<file path="src/rtl/frac_baud_pkg.sv">
`timescale 1ns/1ps
package frac_baud_pkg;
  localparam int unsigned BYTE_W = 8;
  localparam int unsigned DIV_W  = 2 * BYTE_W;
  localparam int unsigned FRAC_W = 4;
  localparam int unsigned ACC_W  = FRAC_W + 1;
  localparam int unsigned PER_W  = DIV_W + 1;

  typedef struct packed {
    logic [DIV_W-1:0]  div;
    logic [FRAC_W-1:0] mul;
    logic [FRAC_W-1:0] add;
  } baud_cfg_t;
endpackage

</file>
<file path="src/rtl/baud_cfg_reg.sv">
`timescale 1ns/1ps
module baud_cfg_reg
  import frac_baud_pkg::*;
(
  input  logic      clk_i,
  input  logic      rst_ni,
  input  logic      load_i,
  input  baud_cfg_t raw_i,
  output baud_cfg_t next_o,
  output logic      halt_o,
  output logic      err_o
);
  baud_cfg_t cfg_q;
  logic      loaded_q;
  logic [FRAC_W-1:0] mul_n;

  // normalise: mul 0 -> 1, add clamped to mul (max 50 % reduction)
  always_comb begin
    mul_n       = (raw_i.mul == '0) ? FRAC_W'(1) : raw_i.mul;
    next_o.div  = raw_i.div;
    next_o.mul  = mul_n;
    next_o.add  = (raw_i.add > mul_n) ? mul_n : raw_i.add;
  end

  always_ff @(posedge clk_i or negedge rst_ni) begin
    if (!rst_ni) begin
      cfg_q    <= '0;
      loaded_q <= 1'b0;
    end else if (load_i) begin
      cfg_q    <= next_o;
      loaded_q <= 1'b1;
    end
  end

  assign err_o  = loaded_q & ((cfg_q.div == '0) |
                              ((cfg_q.add != '0) & (cfg_q.div < DIV_W'(2))));
  assign halt_o = ~loaded_q | err_o;
endmodule

</file>
<file path="src/rtl/baud_frac_acc.sv">
`timescale 1ns/1ps
module baud_frac_acc
  import frac_baud_pkg::*;
(
  input  logic              clk_i,
  input  logic              rst_ni,
  input  logic              clear_i,
  input  logic              step_i,
  input  logic [FRAC_W-1:0] mul_i,
  input  logic [FRAC_W-1:0] add_i,
  output logic              stretch_o
);
  logic [ACC_W-1:0] acc_q;
  logic [ACC_W:0]   sum;

  always_comb begin
    sum       = {1'b0, acc_q} + (ACC_W+1)'(add_i);
    stretch_o = sum >= (ACC_W+1)'(mul_i);
  end

  always_ff @(posedge clk_i or negedge rst_ni) begin
    if (!rst_ni)      acc_q <= '0;
    else if (clear_i) acc_q <= '0;
    else if (step_i)  acc_q <= stretch_o ? ACC_W'(sum - (ACC_W+1)'(mul_i))
                                         : ACC_W'(sum);
  end
endmodule

</file>
<file path="src/rtl/baud_period_ctr.sv">
`timescale 1ns/1ps
module baud_period_ctr
  import frac_baud_pkg::*;
(
  input  logic             clk_i,
  input  logic             rst_ni,
  input  logic             halt_i,
  input  logic             reload_i,
  input  logic             stretch_i,
  input  logic [DIV_W-1:0] div_i,
  output logic             zero_o
);
  logic [PER_W-1:0] rem_q;
  logic [PER_W-1:0] base;

  assign base = {1'b0, div_i};

  always_ff @(posedge clk_i or negedge rst_ni) begin
    if (!rst_ni)       rem_q <= '0;
    else if (halt_i)   rem_q <= base - PER_W'(1);
    else if (reload_i) rem_q <= (stretch_i ? {div_i, 1'b0} : base) - PER_W'(1);
    else               rem_q <= rem_q - PER_W'(1);
  end

  assign zero_o = rem_q == '0;
endmodule

</file>
<file path="src/rtl/baud_bit_ctr.sv">
`timescale 1ns/1ps
module baud_bit_ctr #(
  parameter int unsigned OVS = 16
) (
  input  logic clk_i,
  input  logic rst_ni,
  input  logic clear_i,
  input  logic tick_i,
  output logic bit_o
);
  generate
    if (OVS <= 1) begin : g_pass
      assign bit_o = tick_i;
    end else begin : g_cnt
      localparam int unsigned CW = $clog2(OVS);
      localparam logic [CW-1:0] LAST = CW'(OVS - 1);
      logic [CW-1:0] cnt_q;
      always_ff @(posedge clk_i or negedge rst_ni) begin
        if (!rst_ni)      cnt_q <= '0;
        else if (clear_i) cnt_q <= '0;
        else if (tick_i)  cnt_q <= (cnt_q == LAST) ? '0 : cnt_q + CW'(1);
      end
      assign bit_o = tick_i & (cnt_q == LAST);
    end
  endgenerate
endmodule

</file>
<file path="src/rtl/frac_baud_gen.sv">
`timescale 1ns/1ps
module frac_baud_gen
  import frac_baud_pkg::*;
#(
  parameter int unsigned OVS = 16
) (
  input  logic              clk_i,
  input  logic              rst_ni,
  input  logic [BYTE_W-1:0] div_lo_i,
  input  logic [BYTE_W-1:0] div_hi_i,
  input  logic [FRAC_W-1:0] mul_i,
  input  logic [FRAC_W-1:0] divadd_i,
  output logic              tick16_o,
  output logic              tick_bit_o,
  output logic              cfg_err_o
);
  baud_cfg_t raw, nxt;
  logic halt, zero, stretch, tick;

  assign raw  = '{div: {div_hi_i, div_lo_i}, mul: mul_i, add: divadd_i};
  assign tick = ~halt & zero;

  baud_cfg_reg i_cfg (
    .clk_i, .rst_ni,
    .load_i (halt | tick),
    .raw_i  (raw),
    .next_o (nxt),
    .halt_o (halt),
    .err_o  (cfg_err_o)
  );

  baud_frac_acc i_acc (
    .clk_i, .rst_ni,
    .clear_i   (halt),
    .step_i    (tick),
    .mul_i     (nxt.mul),
    .add_i     (nxt.add),
    .stretch_o (stretch)
  );

  baud_period_ctr i_per (
    .clk_i, .rst_ni,
    .halt_i    (halt),
    .reload_i  (tick),
    .stretch_i (stretch),
    .div_i     (nxt.div),
    .zero_o    (zero)
  );

  baud_bit_ctr #(.OVS(OVS)) i_bit (
    .clk_i, .rst_ni,
    .clear_i (halt),
    .tick_i  (tick),
    .bit_o   (tick_bit_o)
  );

  assign tick16_o = tick;
endmodule

</file>
<file path="config.mk">
export PLATFORM = sky130hd
export DESIGN_NAME = frac_baud_gen
export DESIGN_NICKNAME = d
export VERILOG_FILES = /design/src/rtl/frac_baud_pkg.sv /design/src/rtl/baud_cfg_reg.sv /design/src/rtl/baud_frac_acc.sv /design/src/rtl/baud_period_ctr.sv /design/src/rtl/baud_bit_ctr.sv /design/src/rtl/frac_baud_gen.sv
export SDC_FILE = /design/constraint.sdc
export NUM_CORES = 1
export LEC_CHECK = 0
export ABC_AREA = 1
export ABC_CLOCK_PERIOD_IN_PS = 2900
export BUFFER_PORTS_ARGS = -buffer_cell sky130_fd_sc_hd__buf_2
export CAP_MARGIN = 10
export CORE_ASPECT_RATIO = 0.9
export CORE_UTILIZATION = 55
export CTS_CLUSTER_DIAMETER = 50
export CTS_CLUSTER_SIZE = 16
export DETAILED_ROUTE_END_ITERATION = 8
export GPL_TIMING_DRIVEN = 0
export PLACE_DENSITY = 0.79
export SYNTH_ARGS = -nofsm -noshare
export SYNTH_HDL_FRONTEND = slang
export SYNTH_SLANG_ARGS = --single-unit
</file>
<file path="constraint.sdc">
create_clock -name clk_i -period 2.9 [get_ports clk_i]
set_input_delay 0.435 -clock clk_i [delete_from_list [all_inputs] [get_ports clk_i]]
set_output_delay 0.435 -clock clk_i [all_outputs]
set_load 0.01 [all_outputs]
</file>
=== Word-level counts from Yosys, hierarchy flattened ===
Cells that the tools add are included.

* Flip-flop bits (word level): 47
* Bits of input ports: 26
* Output and inout bits: 3
* Word-level logic and storage cells: 41

* Add/sub/neg operators: 6
* Order comparisons: 3
* Equality and inequality tests: 1
* Mux-type cells: 11
* Bitwise operators: 9
* Reductions and logical operators: 5

{| class="wikitable"
|+ Operator list
! kind !! number
|-
| $mux W17 || 3
|-
| $sub A17 B1 Y17 const B || 2
|-
| $mux W4 || 5
|-
| $logic_not A17 Y1 || 1
|-
| $sub A16 B1 Y17 const B || 1
|-
| $logic_not A16 Y1 || 1
|-
| $lt A16 B2 Y1 const B || 1
|-
| $mux W5 || 3
|-
| $add A5 B4 Y6 || 1
|-
| $ge A6 B4 Y1 || 1
|-
| $sub A5 B4 Y5 || 1
|-
| $add A4 B1 Y4 const B || 1
|-
| $and A1 B1 Y1 || 4
|-
| $eq A4 B4 Y1 const B || 1
|-
| $gt A4 B4 Y1 || 1
|-
| $logic_not A4 Y1 || 1
|-
| $reduce_bool A4 Y1 || 1
|-
| $or A1 B1 Y1 || 3
|-
| $not A1 Y1 || 2
|-
| $reduce_bool A2 Y1 || 1
|}

=== Longest topological paths before layout ===
* Word-level depth: 10
* Depth in mapped cells: 31
* Gate-level depth less buffers: 31

=== By module ===
From an unflattened synthesis, not the netlist that was laid out.

* Cells, all modules: 490
* Area, all modules: 3,634.7 um^2

{| class="wikitable"
|+ Modules (own cells, without submodules)
! module !! instances !! cells an instance !! area each (um^2) !! sequential area each (um^2)
|-
| baud_period_ctr || 1 || 204 || 1,435.1 || 425.4
|-
| baud_cfg_reg || 1 || 156 || 1,247.4 || 525.5
|-
| baud_frac_acc || 1 || 100 || 713.2 || 125.1
|-
| baud_bit_ctr || 1 || 26 || 224.0 || 100.1
|-
| frac_baud_gen || 1 || 4 || 15.0 || 0.0
|}

=== Least setup slack after synthesis ===
OpenSTA, ideal clock, no wires.

* Kind: in2reg
* Start point: input port mul_i[3]
* End point: register i_per.rem_q[16]
* Library setup time: 0.121 ns
* Data arrival time: 4.069 ns
* Data required time: 2.779 ns
* Setup slack: -1.290 ns
* Cell stages on the path: 30
* Path buffers: 0
* Cells stage by stage: inv_1 -> a31oi_1 -> inv_1 -> ha_1 -> inv_1 -> a21oi_1 -> o21ai_0 -> o21ai_1 -> o21ai_0 -> ha_1 -> inv_1 -> fa_1 -> xnor2_1 -> ha_1 -> nand2_1 -> nor2_1 -> nor2_1 -> nand2_1 -> nor2_1 -> nand3_2 -> nand2_4 -> nand2_1 -> and2_1 -> ha_1 -> inv_1 -> nor2_1 -> nand2_2 -> clkinv_1 -> nand3_1 -> nand2_1

* Cells in the longest elaborated chain, start to end: 10

{| class="wikitable"
|+ RTL lines
! element !! RTL line !! text
|-
| from (decl) || frac_baud_gen.sv:11 || <nowiki>input logic [FRAC_W-1:0] mul_i,</nowiki>
|-
| $logic_not A4 Y1 || baud_cfg_reg.sv:19 || <nowiki>mul_n = (raw_i.mul == '0) ? FRAC_W'(1) : raw_i.mul;</nowiki>
|-
| $mux W4 * || baud_cfg_reg.sv:19 ||
|-
| $gt A4 B4 Y1 || baud_cfg_reg.sv:22 || <nowiki>next_o.add = (raw_i.add > mul_n) ? mul_n : raw_i.add;</nowiki>
|-
| $mux W4 * || baud_cfg_reg.sv:22 ||
|-
| net i_acc.add_i[0] || baud_frac_acc.sv:10 || <nowiki>input logic [FRAC_W-1:0] add_i,</nowiki>
|-
| $add A5 B4 Y6 * || baud_frac_acc.sv:17 || <nowiki>sum = {1'b0, acc_q} + (ACC_W+1)'(add_i);</nowiki>
|-
| $ge A6 B4 Y1 * || baud_frac_acc.sv:18 || <nowiki>stretch_o = sum >= (ACC_W+1)'(mul_i);</nowiki>
|-
| $mux W17 * || baud_period_ctr.sv:21 || <nowiki>else if (reload_i) rem_q <= (stretch_i ? {div_i, 1'b0} : base) - PER_W'(1);</nowiki>
|-
| $sub A17 B1 Y17 * || baud_period_ctr.sv:21 ||
|-
| $mux W17 * || baud_period_ctr.sv:21 ||
|-
| $mux W17 * || baud_period_ctr.sv:20 || <nowiki>else if (halt_i) rem_q <= base - PER_W'(1);</nowiki>
|-
| to (signal assigned) || baud_period_ctr.sv:20 ||
|-
| to (signal assigned) || baud_period_ctr.sv:21 ||
|-
| to (signal assigned) || baud_period_ctr.sv:22 || <nowiki>else rem_q <= rem_q - PER_W'(1);</nowiki>
|-
| to (decl) || baud_period_ctr.sv:13 || <nowiki>logic [PER_W-1:0] rem_q;</nowiki>
|}

The timed path passes the listed nets; every way through them passes the cells marked *.
A chain may end at the register's enable or synchronous reset.

=== Worst setup path in the final report ===
* Start point: input port mul_i[2]
* End point: register i_per.rem_q[14]

Same word-level chain as after synthesis.

==> impl_metrics.ini <==
[logic_synthesis]
yosys_most_used_dff = dfrtp_1
synth_mux_area_frac = 0
seq_area_frac_synth = 0.341
synth_top_family_by_area = simple AND/OR/NAND/NOR gates
avgSynthCellArea_um2 = 7.30
synth_compound_area_frac = 0.0839
post_synth_instance_area_mm2 = 0.00344
syn_nets = 515
yosys.area_share.adder = 0.0661
synth_simple_gate_area_frac = 0.368
synth_area_leaders = dfrtp_1 (34%), nand2_1 (14%), inv_1 (7.8%)
yosysWarnings = 0
synth_async_sr_flop_share = 1.00
synth_xor_area_frac = 0.0305
ys_types = 38
yosys.area.top_type = dfrtp_1
synth_top_area_share = 0.341
synthCells = 472
synth_edf_count = 0
synth-seq-cells = 47

[clock_network]
clk_path_buf_depth = 2
clk_pin_slew_ns = 0.09
cts_hold_buffers = 0
cts_buffers = 5
cts.sinks = 47
tritoncts = yes
cts_root_buf = clkbuf_8
clk_latency_ns = 0.32
htree_levels = 2

[sta]
fin_crit_ns = 4.25
skew_ns = 0.0105
hold_ws_ns = 0.298
maxSlewViolCount = 0
setup_ws_ns = -1.35
timing.fmax_mhz = 235
slew_headroom = 0.296
tns_ns = -23.60
timing.final.hold_violations = 0
setup_viol = 22
worst_pin_slew_ns = 1.06
rsz0062_at_grt = true
post-route-period-util = 1.47

[setup_path]
rrSetupSlack_ns = -0.53
crit_path_max_fanout = 7
worst_setup_path_end_kind = register
startpoint_type = primary input
crit_buf_inv = 7
path_delay_family = simple AND/OR/NAND/NOR gates
cp_slowest_cell = ha_2
arrival_ns = 4.45
slowest_delay_ns = 0.37
critPathRequiredTime_ns = 3.10
critPathKind = primary input to register

[power_and_ir_drop]
swShare = 0.358
cellLeakagePower_nw = 2.35
switchingPower_uw = 738
comb_power_share = 0.399
finalPower_mw = 2.06
clkPwrFrac = 0.240
p_int_mw = 1.33
power_density_mw_per_mm2 = 441
p_seq_frac = 0.362
ir_drop_mv = 0.254

[routing]
met2WireLength_um = 4970
dr.max_layer_used = met4
wl_met3_um = 1090
route.detailed.drc = 0
routed_wl_um = 11100
drt_pass1_iterations = 5
via_per_inst = 5.86
wl_met1_um = 4420
via_count = 3648
ant_nets = 0
initialDrtViolationCount = 341
wl_per_cell_um = 17.8

[outcome]
status = finished with violations
failed_checks = setup timing

[layout]
final_net_count = 595
area_growth_syn_to_layout_pct = 35.7
final_util = 0.799
diodes = 0
stdcell_count = 622
drive_gt1_frac = 0.400
stdcell_area_mm2 = 0.00468
fill_cells = 362

[place]
io_buffers = 28
place_inst = 570
globalplace.congestion = 0.885
pre_cts_ws_ns = -1.66
placed_area_mm2 = 0.00380
dp_hpwl_um = 6200

[grt]
grt_use_total = 0.313
grt_max_degree = 48
grt_pass1_vias = 3357
grt_pass1_wl_um = 15900
grt_overflow = 0
grt_antenna_before_repair = 0

[die]
die_area_mm2 = 0.00658
ios = 29
die_h_um = 77.1
core-area_mm2 = 0.00586
start_util = 0.588
die_x_um = 85.4
rows = 26

[job]
cap_violations = 0

[worst_hold_path]
hold_class = primary input to asynchronous set/reset pin
-- worst reg2reg max path, delay by kind of cell, from the launching register on --
kind,cells,cell delay (ns)
buf+inv,4,0.37
fa+ha+maj,3,1.02
simple gates,13,1.31
compound gates,1,0.19
flops,1,0.43
-- routing by layer --
layer / vias to the layer above / GRT usage
met2: 276 / 0.509
met3: 78 / 0.0549
met4: 0 / 0.115
met5: - / 0
li1: 1617 / -
met1: 1677 / 0.419
-- cell type report --
cell class                      instances  area, um2  area share
Multi-Input combinational cell        336       2330       0.498
Sequential cell                        47       1180       0.252
Timing Repair Buffer                   73        556       0.119
Inverter                               77        325      0.0696
Buffer                                 12       95.1      0.0203
Tap cell                               70       87.6      0.0187
Clock buffer                            5       68.8      0.0147
Clock inverter                          2       37.5     0.00803
-- power groups by stage --
stage / logic, mW / clock network, mW / registers [mW]
3_3_place_gp: 0.482 / 0 / 0.754
5_1_grt: 0.879 / 0.516 / 0.750
6_report: 0.823 / 0.495 / 0.746
3_5_place_dp: 0.494 / 0 / 0.756
4_1_cts: 0.676 / 0.486 / 0.743
2_1_floorplan: 0.374 / 0 / 0.748
-- cell usage in the layout, fill, tap and decap left out, types with 3 or more instances in the layout --
cell and count:
nand2_1 103, inv_1 60, dfrtp_1 47, buf_4 41, nor2_1 35, buf_2 28, nand2_2 27, o21ai_0 22
nand3_1 19, nand2_4 15, nand3_2 15, nor2_2 12, nor2_4 10, nand3_4 10, inv_2 9, o21ai_2 7
ha_1 7, xor2_1 6, ha_4 6, buf_6 6, o21bai_1 5, clkbuf_8 5, inv_4 4, o21ai_1 4
clkbuf_1 4, a21oi_1 3, buf_8 3, xnor2_1 3
-- cell usage after synthesis (all sizes together), types with 3 or more instances --
library cell and count:
ha 15, clkbuf 4, o21ai 35, inv 75, nand3 44, dfrtp 47
nand2 145, nor2 57, a21oi 5, o21bai 5, xor2 7, or2 3
xnor2 5, buf 8
-- state kept, by name, summed over array words and instances (netlist names) --
signal and count:
i_acc.acc_q 5, i_bit.g_cnt.cnt_q 4, i_cfg.cfg_q 20, i_cfg.loaded_q 1, i_per.rem_q 17
-- logic make-up (layout without fill, tap and decap cells) --
family / Yosys count / in the layout
buffers and inverters: 89 / 169
XOR/XNOR: 12 / 12
adder cells (fa/ha/maj): 17 / 17
AND/OR/NAND/NOR: 254 / 254
other: 1 / 1
flip-flops: 47 / 47
AO/OA/AOI/OAI: 52 / 52
-- path summary, 6_finish.rpt --
check                      cells past startpoint                   startpoint                          end
min in group clk_i                             3                  div_hi_i[6]  i_cfg.cfg_q[22]$_DFFE_PN0P_
max in group asynchronous                      1                       rst_ni     i_per.rem_q[9]$_DFF_PN0_
hold reg to reg                                2  i_cfg.cfg_q[11]$_DFFE_PN0P_  i_cfg.cfg_q[11]$_DFFE_PN0P_
setup reg to reg                              21   i_acc.acc_q[0]$_DFFE_PN0P_    i_per.rem_q[14]$_DFF_PN0_
setup / recovery                              29                     mul_i[2]    i_per.rem_q[14]$_DFF_PN0_
hold / removal                                 1                       rst_ni   i_cfg.cfg_q[8]$_DFFE_PN0P_
-- repair_timing --
item	CTS	global route
pin swaps	50	33
resized for setup	65	37
endpoints found under the setup margin	22	22
gates cloned	2	0
setup buffers	29	14
No activity file was read; power rests on OpenSTA's default activity.
